===== src/rtl/ir_rl_pkg.sv =====
package ir_rl_pkg;
    localparam int SYM_W = 8;
    localparam int LEN_W = 7;
    localparam int STS_W = 8;

    // status bit positions (order is externally visible)
    localparam int BIT_RDR  = 7;
    localparam int BIT_TRIG = 6;
    localparam int BIT_PEND = 5;
    localparam int BIT_OVR  = 4;

    localparam logic [LEN_W-1:0] LEN_MAX = '1;

    typedef logic [SYM_W-1:0] sym_t;
endpackage


===== src/rtl/ir_rl_encoder.sv =====
module ir_rl_encoder
    import ir_rl_pkg::*;
#(
    parameter int LIMIT_W = 16
) (
    input  logic               clk,
    input  logic               rst_n,
    input  logic               ir_in,
    input  logic               tick,
    input  logic               invert_en,
    input  logic [LIMIT_W-1:0] limit,
    output logic               push,
    output sym_t               sym,
    output logic               pkt_end
);
    typedef struct packed {
        logic               in_pkt;
        logic               cur;
        logic [LEN_W-1:0]   run;
        logic [LIMIT_W-1:0] idle;
    } enc_st_t;

    enc_st_t q, d;
    logic               lvl;
    logic [LEN_W-1:0]   run_inc;
    logic [LIMIT_W-1:0] idle_inc;

    always_comb begin
        d        = q;
        push     = 1'b0;
        sym      = '0;
        pkt_end  = 1'b0;
        lvl      = ir_in ^ invert_en;
        run_inc  = q.run + LEN_W'(1);
        idle_inc = q.idle + LIMIT_W'(1);
        if (tick) begin
            if (!q.in_pkt) begin
                if (lvl) begin
                    d.in_pkt = 1'b1;
                    d.cur    = 1'b1;
                    d.run    = LEN_W'(1);
                    d.idle   = '0;
                end
            end else if (lvl == q.cur) begin
                if (run_inc == LEN_MAX) begin
                    push  = 1'b1;
                    sym   = {q.cur, LEN_MAX};
                    d.run = '0;
                end else begin
                    d.run = run_inc;
                end
                if (!q.cur) begin
                    d.idle = idle_inc;
                    if (idle_inc >= limit) begin
                        pkt_end = 1'b1;
                        if (run_inc != LEN_MAX) begin
                            push = 1'b1;
                            sym  = {1'b0, run_inc};
                        end
                        d.run    = '0;
                        d.in_pkt = 1'b0;
                        d.idle   = '0;
                    end
                end
            end else begin
                if (q.run != '0) begin
                    push = 1'b1;
                    sym  = {q.cur, q.run};
                end
                d.cur  = lvl;
                d.run  = LEN_W'(1);
                d.idle = lvl ? '0 : LIMIT_W'(1);
            end
        end
    end

    always_ff @(posedge clk or negedge rst_n) begin
        if (!rst_n) q <= '0;
        else        q <= d;
    end

    p_push_on_tick_r11: assert property (@(posedge clk) disable iff (!rst_n)
        push |-> tick);
    p_len_nonzero_r1: assert property (@(posedge clk) disable iff (!rst_n)
        push |-> (sym[LEN_W-1:0] != '0));
    p_run_below_max_r2: assert property (@(posedge clk) disable iff (!rst_n)
        q.run != LEN_MAX);
    p_pend_space_r5: assert property (@(posedge clk) disable iff (!rst_n)
        (pkt_end && push) |-> !sym[SYM_W-1]);
endmodule


===== src/rtl/ir_rl_fifo.sv =====
module ir_rl_fifo
    import ir_rl_pkg::*;
#(
    parameter int DEPTH = 32,
    localparam int PTR_W = (DEPTH > 1) ? $clog2(DEPTH) : 1,
    localparam int CNT_W = $clog2(DEPTH + 1)
) (
    input  logic             clk,
    input  logic             rst_n,
    input  logic             push,
    input  sym_t             wdata,
    input  logic             pop,
    input  logic             clr,
    output sym_t             rdata,
    output logic [CNT_W-1:0] count,
    output logic [CNT_W-1:0] next_cnt,
    output logic             accepted,
    output logic             overflow
);
    typedef struct {
        sym_t             mem [DEPTH];
        logic [PTR_W-1:0] wp;
        logic [PTR_W-1:0] rp;
        logic [CNT_W-1:0] cnt;
    } fifo_st_t;

    fifo_st_t q, d;
    logic     full;
    logic     do_pop;

    function automatic logic [PTR_W-1:0] ptr_next(input logic [PTR_W-1:0] p);
        return (p == PTR_W'(DEPTH - 1)) ? '0 : p + PTR_W'(1);
    endfunction

    always_comb begin
        d        = q;
        full     = (q.cnt == CNT_W'(DEPTH));
        do_pop   = pop && (q.cnt != '0) && !clr;
        accepted = push && !full && !clr;
        overflow = push && full && !clr;
        if (clr) begin
            d.wp  = '0;
            d.rp  = '0;
            d.cnt = '0;
        end else begin
            if (accepted) begin
                d.mem[q.wp] = wdata;
                d.wp        = ptr_next(q.wp);
            end
            if (do_pop) d.rp = ptr_next(q.rp);
            case ({accepted, do_pop})
                2'b10:   d.cnt = q.cnt + CNT_W'(1);
                2'b01:   d.cnt = q.cnt - CNT_W'(1);
                default: d.cnt = q.cnt;
            endcase
        end
        next_cnt = d.cnt;
    end

    always_ff @(posedge clk or negedge rst_n) begin
        if (!rst_n) begin
            for (int i = 0; i < DEPTH; i++) q.mem[i] <= '0;
            q.wp  <= '0;
            q.rp  <= '0;
            q.cnt <= '0;
        end else begin
            q <= d;
        end
    end

    assign rdata = q.mem[q.rp];
    assign count = q.cnt;

    p_no_overflow_r3: assert property (@(posedge clk) disable iff (!rst_n)
        q.cnt <= CNT_W'(DEPTH));
    p_clear_empties_r10: assert property (@(posedge clk) disable iff (!rst_n)
        clr |=> (q.cnt == '0));
    p_pop_empty_r10: assert property (@(posedge clk) disable iff (!rst_n)
        (q.cnt == '0 && !push) |=> (q.cnt == '0));
    p_full_holds_r3: assert property (@(posedge clk) disable iff (!rst_n)
        (full && push && !pop && !clr) |=> (q.cnt == CNT_W'(DEPTH)));
endmodule


===== src/rtl/ir_rl_status.sv =====
module ir_rl_status
    import ir_rl_pkg::*;
(
    input  logic             clk,
    input  logic             rst_n,
    input  logic             set_rdr,
    input  logic             set_trig,
    input  logic             set_pend,
    input  logic             set_ovr,
    input  logic             clr_we,
    input  logic [STS_W-1:0] clr_mask,
    input  logic [STS_W-1:0] irq_en,
    output logic [STS_W-1:0] status,
    output logic             irq
);
    logic [STS_W-1:0] q, d;
    logic [STS_W-1:0] set_v;

    always_comb begin
        set_v           = '0;
        set_v[BIT_RDR]  = set_rdr;
        set_v[BIT_TRIG] = set_trig;
        set_v[BIT_PEND] = set_pend;
        set_v[BIT_OVR]  = set_ovr;
        d = (q & ~(clr_we ? clr_mask : '0)) | set_v;
    end

    always_ff @(posedge clk or negedge rst_n) begin
        if (!rst_n) q <= '0;
        else        q <= d;
    end

    assign status = q;
    assign irq    = |(q & irq_en);

    p_ovr_with_rdr_r3: assert property (@(posedge clk) disable iff (!rst_n)
        $rose(q[BIT_OVR]) |-> q[BIT_RDR]);
    p_w1c_r8: assert property (@(posedge clk) disable iff (!rst_n)
        clr_we |=> ((q & $past(clr_mask & ~set_v)) == '0));
    p_set_wins_r8: assert property (@(posedge clk) disable iff (!rst_n)
        set_rdr |=> q[BIT_RDR]);
endmodule


===== src/rtl/ir_rl_sampler.sv =====
module ir_rl_sampler
    import ir_rl_pkg::*;
#(
    parameter int DEPTH   = 32,
    parameter int LIMIT_W = 16,
    localparam int CNT_W  = $clog2(DEPTH + 1)
) (
    input  logic               clk,
    input  logic               rst_n,
    input  logic               ir_in,
    input  logic               sample_tick,
    input  logic               invert_en,
    input  logic [LIMIT_W-1:0] sample_limit,
    input  logic [CNT_W-1:0]   rx_trig,
    input  logic               fifo_clr,
    input  logic               rd_en,
    output logic [SYM_W-1:0]   rd_data,
    output logic [CNT_W-1:0]   rx_count,
    input  logic               sts_wr,
    input  logic [STS_W-1:0]   sts_wdata,
    input  logic [STS_W-1:0]   irq_en,
    output logic [STS_W-1:0]   status,
    output logic               irq
);
    logic             enc_push;
    sym_t             enc_sym;
    logic             enc_pend;
    logic             f_acc;
    logic             f_ovf;
    logic [CNT_W-1:0] f_next;
    logic             trig_hit;

    ir_rl_encoder #(.LIMIT_W(LIMIT_W)) u_enc (
        .clk       (clk),
        .rst_n     (rst_n),
        .ir_in     (ir_in),
        .tick      (sample_tick),
        .invert_en (invert_en),
        .limit     (sample_limit),
        .push      (enc_push),
        .sym       (enc_sym),
        .pkt_end   (enc_pend)
    );

    ir_rl_fifo #(.DEPTH(DEPTH)) u_fifo (
        .clk      (clk),
        .rst_n    (rst_n),
        .push     (enc_push),
        .wdata    (enc_sym),
        .pop      (rd_en),
        .clr      (fifo_clr),
        .rdata    (rd_data),
        .count    (rx_count),
        .next_cnt (f_next),
        .accepted (f_acc),
        .overflow (f_ovf)
    );

    assign trig_hit = f_acc && (rx_trig != '0) && (f_next >= rx_trig);

    ir_rl_status u_sts (
        .clk      (clk),
        .rst_n    (rst_n),
        .set_rdr  (f_acc || f_ovf),
        .set_trig (trig_hit),
        .set_pend (enc_pend),
        .set_ovr  (f_ovf),
        .clr_we   (sts_wr),
        .clr_mask (sts_wdata),
        .irq_en   (irq_en),
        .status   (status),
        .irq      (irq)
    );

    p_count_needs_event_r11: assert property (@(posedge clk) disable iff (!rst_n)
        (!sample_tick && !rd_en && !fifo_clr) |=> $stable(rx_count));
endmodule


===== config.mk =====
export PLATFORM = sky130hd
export DESIGN_NAME = ir_rl_sampler
export DESIGN_NICKNAME = d
export VERILOG_FILES = /design/src/rtl/ir_rl_pkg.sv /design/src/rtl/ir_rl_encoder.sv /design/src/rtl/ir_rl_fifo.sv /design/src/rtl/ir_rl_status.sv /design/src/rtl/ir_rl_sampler.sv
export SDC_FILE = /design/constraint.sdc
export NUM_CORES = 1
export LEC_CHECK = 0
export BUFFER_PORTS_ARGS = -buffer_cell sky130_fd_sc_hd__buf_2
export CAP_MARGIN = 5
export CORE_MARGIN = 4
export CORE_UTILIZATION = 40
export DETAILED_ROUTE_END_ITERATION = 8
export MAX_ROUTING_LAYER = met4
export SYNTH_ARGS = -nofsm -noshare
export SYNTH_HDL_FRONTEND = slang
export SYNTH_SLANG_ARGS = --single-unit

===== constraint.sdc =====
create_clock -name clk -period 16 [get_ports clk]
set_input_delay 3.2 -clock clk [delete_from_list [all_inputs] [get_ports clk]]
set_output_delay 3.2 -clock clk [all_outputs]
set_load 0.01 [all_outputs]

==> reports/qor.yml, run 1 <==
outcome: "finished, final reports clean"
ys.flop_type: "dfrtp_1"
wl_per_cell_um: 19.7
hp-class: "reg2reg"
hold_buffers: 0
path_cells: "buf_2 -> xor2_1 -> ha_1 -> or2_1 -> o21a_1 -> inv_4 -> ha_1 -> ha_1 -> a21o_1 -> a21oi_1 -> o21bai_1 -> a21oi_1 -> xor2_1 -> or3_1 -> a21oi_1 -> ha_1 -> a21oi_1 -> o21ai_0 -> a32o_1"
drc: 0
max_stage_delay_ns: 0.93
worst_pin_slew_ns: 1.17
max-slew-margin-rel_pct: 22.0
place_area_um2: 15800
critical_path_class: "in2reg"
setup_tns_ns: 0
drtIter0Drc: 919
synth_common_cells: "dfrtp_1, o21ai_0, nand2_1, mux4_2, clkbuf_1"
crit_end: "u_sts.status[6]$_DFF_PN0_"
vias_per_cell: 5.62
p_int_uw: 1380
reg2reg_from: "u_enc.q[0]$_DFFE_PN0P_"
crit_path_start_kind: "primary input"
grt_max_degree: 192
syn_nets: 1498
path_buf_inv: 2
cts.sinks: 305
fmax_ghz: 0.120
finalMaxSlewViolations: 0
synth_seq_cells: 305
numCtsBuffers: 35
clk_pin_slew_worst_paths_ns: 0.06
hold_viol_final: 0
drv_cap: 0
synth_seq_area_share_pct: 50.1
dieWidth_um: 203
firstDrtPassIters: 5
finish.net_count: 1496
fin_crit_sh_pct: 52.3
cp_max_fo: 71
yosysWarnings: 0
overflow: 0
worstPathArrival_ns: 8.77
startpoint: "invert_en"
drt-total-wl_mm: 38.4
synthToLayoutAreaGrowth_pct: 10.9
rrSetupSlack_ns: 8.37
endpoint_kind: "flip-flop"
reg2reg_depth: 27
synth.distinct_cells: 64
netlist_area_um2: 15200
switching_power_uw: 573
gp_congestion: 0.832
p_comb_share_pct: 17.0
synth_top_cell_by_area: "dfrtp_1"
fin_skew_ns: 0.00959
port_buffers: 68
dieArea_um2: 41200
crit_family: "compound AO/OA/AOI/OAI gates"
synth_most_common_cell: "dfrtp_1"
p_seq_share_pct: 42.9
clockBufferDepth: 3
cts_tree: "done"
leakagePower_uw: 0.00736
synthCells: 1412
fin_area_um2: 16900
antenna_cells: 0
peakVddDrop_mv: 0.0630
dieHeight_um: 203
slowest_stage: "or2_1"
ctsResizeCount: 0
grt_pass1_vias: 11100
grt_use_total_pct: 19.3
htreeDepth: 2
setup_viol: 0
vias: 10900
p_clk_share_pct: 40.1
rsz0062_at_grt: "false"
fill_cells: 3467
r2r-end: "u_sts.status[6]$_DFF_PN0_"
dp_hpwl_mm: 24.6
ys_top_cells_by_area: "dfrtp_1, mux4_2, o21ai_0"
required_ns: 16.40
switching_share_pct: 29.4
cts_setup_buffers: 0
start_util_pct: 40.5
antenna_found_initial: 0
min_period_ns: 8.37
async_flop_share_pct: 100
synth_top_area_share_pct: 50.1
synth-edff-count: 0
cp_num_cells: 19
clkLatencyLatePin_ns: 0.51
core_um2: 37600
num_rows: 71
cts-root-buf: "clkbuf_16"
grt_pass1_wl_mm: 62.3
drive_gt1_share_pct: 16.5
power_density_nw_per_um2: 115
synth_area_per_cell_um2: 10.8
detail-route-antenna-nets: 0
io-pin-count: 69
[logic make-up after synthesis]
| kind of cell | share of synthesized area, % |
|---|---|
| compound gates | 17.6 |
| simple gates | 10.4 |
| flops | 50.1 |
| buf+inv | 4.67 |
| mux | 12.6 |
| fa+ha+maj | 3.34 |
| xor+xnor | 1.27 |
[sequential cells by signal, indices dropped and copies added, names as in the netlist]
signal,cells
u_fifo.q,266
u_sts.status,8
u_enc.q,25
u_fifo.count,6
[area by class of cell]
| cell class | count | area (um2) | share of cell area (%) |
|---|---|---|---|
| timing repair buffer | 82 | 468 | 2.77 |
| clock inverter | 6 | 32.5 | 0.193 |
| sequential | 305 | 7640 | 45.2 |
| tap | 511 | 639 | 3.79 |
| inverter | 36 | 138 | 0.815 |
| clock buffer | 56 | 1090 | 6.44 |
| multi-input combinational | 950 | 6880 | 40.8 |
[per-stage QoR]
step           hold WS [ns]  util (%)  instances  setup slack, ns  total power, uW
2_1_floorplan         0.445         -       1412             8.23             1070
3_3_place_gp          0.456      42.0       1884             7.37             1180
3_5_place_dp          0.466      42.0       1884             7.19             1180
4_1_cts               0.479      44.9       1946             7.74             1960
5_1_grt               0.488      44.9       1946             7.32             2040
6_report              0.474      44.9       1946             7.63             1950
[worst min-delay path, cell delays in order, from the launching register on]
cell     delay (ns)
dfrtp_1        0.33
nand2_1        0.04
o21ai_0        0.06
[worst min path at each step]
stage,start,to,depth (start not counted)
global route,u_fifo.q[58]$_DFFE_PN0P_,u_fifo.q[58]$_DFFE_PN0P_,2
global placement,u_fifo.q[118]$_DFFE_PN0P_,u_fifo.q[118]$_DFFE_PN0P_,2
floorplan,u_fifo.q[120]$_DFFE_PN0P_,u_fifo.q[120]$_DFFE_PN0P_,2
detailed placement,u_fifo.q[218]$_DFFE_PN0P_,u_fifo.q[218]$_DFFE_PN0P_,2
finish,u_fifo.q[190]$_DFFE_PN0P_,u_fifo.q[190]$_DFFE_PN0P_,2
CTS,u_fifo.q[218]$_DFFE_PN0P_,u_fifo.q[218]$_DFFE_PN0P_,2
[metal layers]
metal | wire length [um] | track usage [%] | part of all wire (%) | vias to the layer above
met2 | 18200 | 30.6 | 47 | 281
met3 | 1980 | 2.76 | 5.2 | 46
met4 | 534 | 3.95 | 1.4 | 0
li1 | - | - | - | 5130
met5 | 0 | - | 0 | -
met1 | 17700 | 26.9 | 46 | 5489
[layout by cell type, fill, tap and decap left out, types with 7 or more instances in the layout]
master and instances:
o2111ai_1 13, a22o_1 15, or2_1 8, inv_1 35, nor3_1 12, a21o_1 13
o211ai_1 11, clkbuf_8 9, and3_1 12, a21oi_1 31, clkbuf_16 37, dfrtp_1 303
mux2_2 9, xor2_1 10, o21ai_0 249, nor2_1 33, ha_1 39, o21ai_1 52
xnor2_1 12, nand3_1 32, nand2_1 199, clkbuf_1 10, buf_2 67, mux4_2 80
nand4_1 7, o2bb2ai_1 37, buf_4 13
[power groups by stage]
stage / Clock (uW) / Combinational (uW) / Sequential, uW
detailed placement: 0 / 331 / 850
finish: 782 / 331 / 836
CTS: 797 / 332 / 836
global route: 831 / 363 / 843
floorplan: 0 / 236 / 829
global placement: 0 / 327 / 849
No activity file was read; power rests on OpenSTA's default activity.
==> run 2, diff against run 1 <==
Clock period 16 ns to 7.6 ns, I/O delays scaled along.
==> run 2 against run 1 <==
Compared with the run above:
- wire length is 1.5% higher
- critical endpoint unchanged
- design area is 0.70% higher
- global-route usage is 0.37 points higher
- highest routed layer unchanged
- sequential power is 110% higher
- combinational power is 100% higher
- first-iteration DRC count is 8.1% lower
- clock-buffer cell count is 6 lower
- register-to-register slack worse by 7.1 ns
- largest power group unchanged
- sequential share of layout area is 0.31 points lower
==> reports/qor.yml, run 2 (synthesis results as in run 1) <==
cts-root-buf: "clkbuf_16"
cts.sinks: 305  # unchanged
detail-route-antenna-nets: 0  # unchanged
worstPathArrival_ns: 6.76  # -2.01 ns
endpoint_kind: "flip-flop"
power_density_nw_per_um2: 247  # +110%
setup_slack_ns: 1.23  # -6.40 ns
peakVddDrop_mv: 0.128  # +100%
required_ns: 8.00  # -8.40 ns
fmax_ghz: 0.157
worst_pin_slew_ns: 1.21  # +0.0345 ns
rsz0062_at_grt: "false"
htreeDepth: 2  # unchanged
drc: 0  # unchanged
io-pin-count: 69  # unchanged
drv_cap: 0  # unchanged
wl_per_cell_um: 20.0  # +1.3%
antenna_found_initial: 3  # +3
numCtsBuffers: 34  # -2.9%
fin_area_um2: 17000  # +0.70%
grt_max_degree: 134  # -30%
dieArea_um2: 41200  # unchanged
largest_register_ffs: 266  # unchanged
drtIter0Drc: 845  # -8.1%
setup_tns_ns: 0  # unchanged
fin_skew_ns: 0.0181  # +0.00853 ns
min_period_ns: 6.37
outcome: "finished, final reports clean"
vias_per_cell: 5.66  # +0.54%
start_util_pct: 40.5  # unchanged
grt_use_total_pct: 19.6  # +0.37 points
top_register: "u_fifo.q"
num_rows: 71  # unchanged
setup_viol: 0  # unchanged
crit_path_start_kind: "flip-flop"
port_buffers: 68  # unchanged
max-slew-margin-rel_pct: 19.3  # -2.7 points
leakagePower_uw: 0.00741  # +0.70%
clockBufferDepth: 3  # unchanged
hold_viol_final: 0  # unchanged
finalNonFillerCells: 1951  # +0.26%
finalMaxSlewViolations: 0  # unchanged
dp_hpwl_mm: 25.0  # +1.7%
cts_tree: "done"
cp_max_fo: 9  # -87%
critical_path_class: "reg2reg"
drive_gt1_share_pct: 17.0  # +0.53 points
synthToLayoutAreaGrowth_pct: 11.7
vias: 11000  # +0.79%
grt_pass1_wl_mm: 63.1  # +1.2%
final_common_cell: "dfrtp_1"
final_cell_mix: "dfrtp_1, o21ai_0, nand2_1"
place_area_um2: 15800  # +0.24%
drt-total-wl_mm: 39.0  # +1.5%
gp_congestion: 0.841  # +1.1%
clkLatencyLatePin_ns: 0.53  # +0.02 ns
fin_crit_sh_pct: 83.8
pre_cts_ws_ns: 1.19  # -5.99 ns
dieHeight_um: 203  # unchanged
clk_pin_slew_worst_paths_ns: 0.06  # about the same
core_um2: 37600  # unchanged
firstDrtPassIters: 5  # unchanged
finish.net_count: 1500  # +0.27%
overflow: 0  # unchanged
ctsResizeCount: 0  # unchanged
cts_setup_buffers: 0  # unchanged
grt_pass1_vias: 11300  # +1.8%
hold_buffers: 0  # unchanged
dp.cells: 1889  # +0.27%
hp-class: "reg2reg"
dieWidth_um: 203  # unchanged
==> run 2: cell count changes in the layout (fill, tap and decap cells not counted), sizes merged <==
| cell | change |
|---|---|
| clkbuf | -6 |
| buf | +5 |
| bufinv | +3 |
| diode | +3 |
| clkinv | -2 |
| clkinvlp | +2 |
==> run 2: final timing paths <==
check                                          from                        end  slack, ns  cells past startpoint
min in group asynchronous                     rst_n   u_fifo.q[89]$_DFFE_PN0P_       1.03                      1
min                        u_fifo.q[32]$_DFFE_PN0P_   u_fifo.q[32]$_DFFE_PN0P_       0.48                      2
max                          u_enc.q[0]$_DFFE_PN0P_  u_sts.status[6]$_DFF_PN0_       1.23                     27
min reg2reg                u_fifo.q[32]$_DFFE_PN0P_   u_fifo.q[32]$_DFFE_PN0P_       0.48                      2
max in group asynchronous                     rst_n    u_fifo.q[6]$_DFFE_PN0P_       5.20                      2
max reg2reg                  u_enc.q[0]$_DFFE_PN0P_  u_sts.status[6]$_DFF_PN0_       1.23                     27
==> run 2: stage by stage <==
step,hold WS (ns),utilization [%],total power (uW)
after floorplan,0.445,-,2240
after global placement,0.457,42.1,2480
after detailed placement,0.465,42.1,2490
after CTS,0.478,45.2,4250
after global routing,0.498,45.2,4400
final,0.475,45.2,4200
==> run 2: power by group <==
part / internal (uW) / switching, uW
sequential: 1680 / 106
combinational: 244 / 433
clock: 1070 / 669
total: 3000 / 1210
==> run 2: worst max-delay path: stages, from the launching register on <==
cell and delay [ns]:
dfrtp_1 0.44, nand3_1 0.12, nor3_1 0.50, nand3_1 0.26, nor2_1 0.30, nand3_1 0.15, xnor2_1 0.15, ha_1 0.31
nand4_2 0.14, nor3_2 0.20, or4b_4 0.50, a41oi_4 0.25, o21a_1 0.13, buf_4 0.18, inv_4 0.04, ha_1 0.29
ha_1 0.31, a21o_1 0.17, a21oi_1 0.22, o21bai_1 0.09, a21oi_1 0.17, xor2_1 0.09, or3_1 0.31, a21oi_1 0.20
ha_1 0.27, a21oi_1 0.12, o21ai_0 0.09, a32o_1 0.24
==> run 2: per-layer routing <==
layer / part of all wire (%) / GRT usage [%] / routed length [um] / up-vias
met5: 0 / - / 0 / -
li1: - / - / - / 5127
met4: 3.0 / 6.62 / 1170 / 0
met2: 47 / 30.1 / 18200 / 360
met3: 5.8 / 3.39 / 2250 / 68
met1: 45 / 26.9 / 17400 / 5478
==> run 2: layout make-up <==
class | instances | area (um2)
clock buffer | 50 | 1060
sequential | 305 | 7640
multi-input combinational | 950 | 6880
antenna | 3 | 7.51
tap | 511 | 639
inverter | 36 | 138
timing repair buffer | 87 | 505
fill | 3511 | 20600
clock inverter | 9 | 128
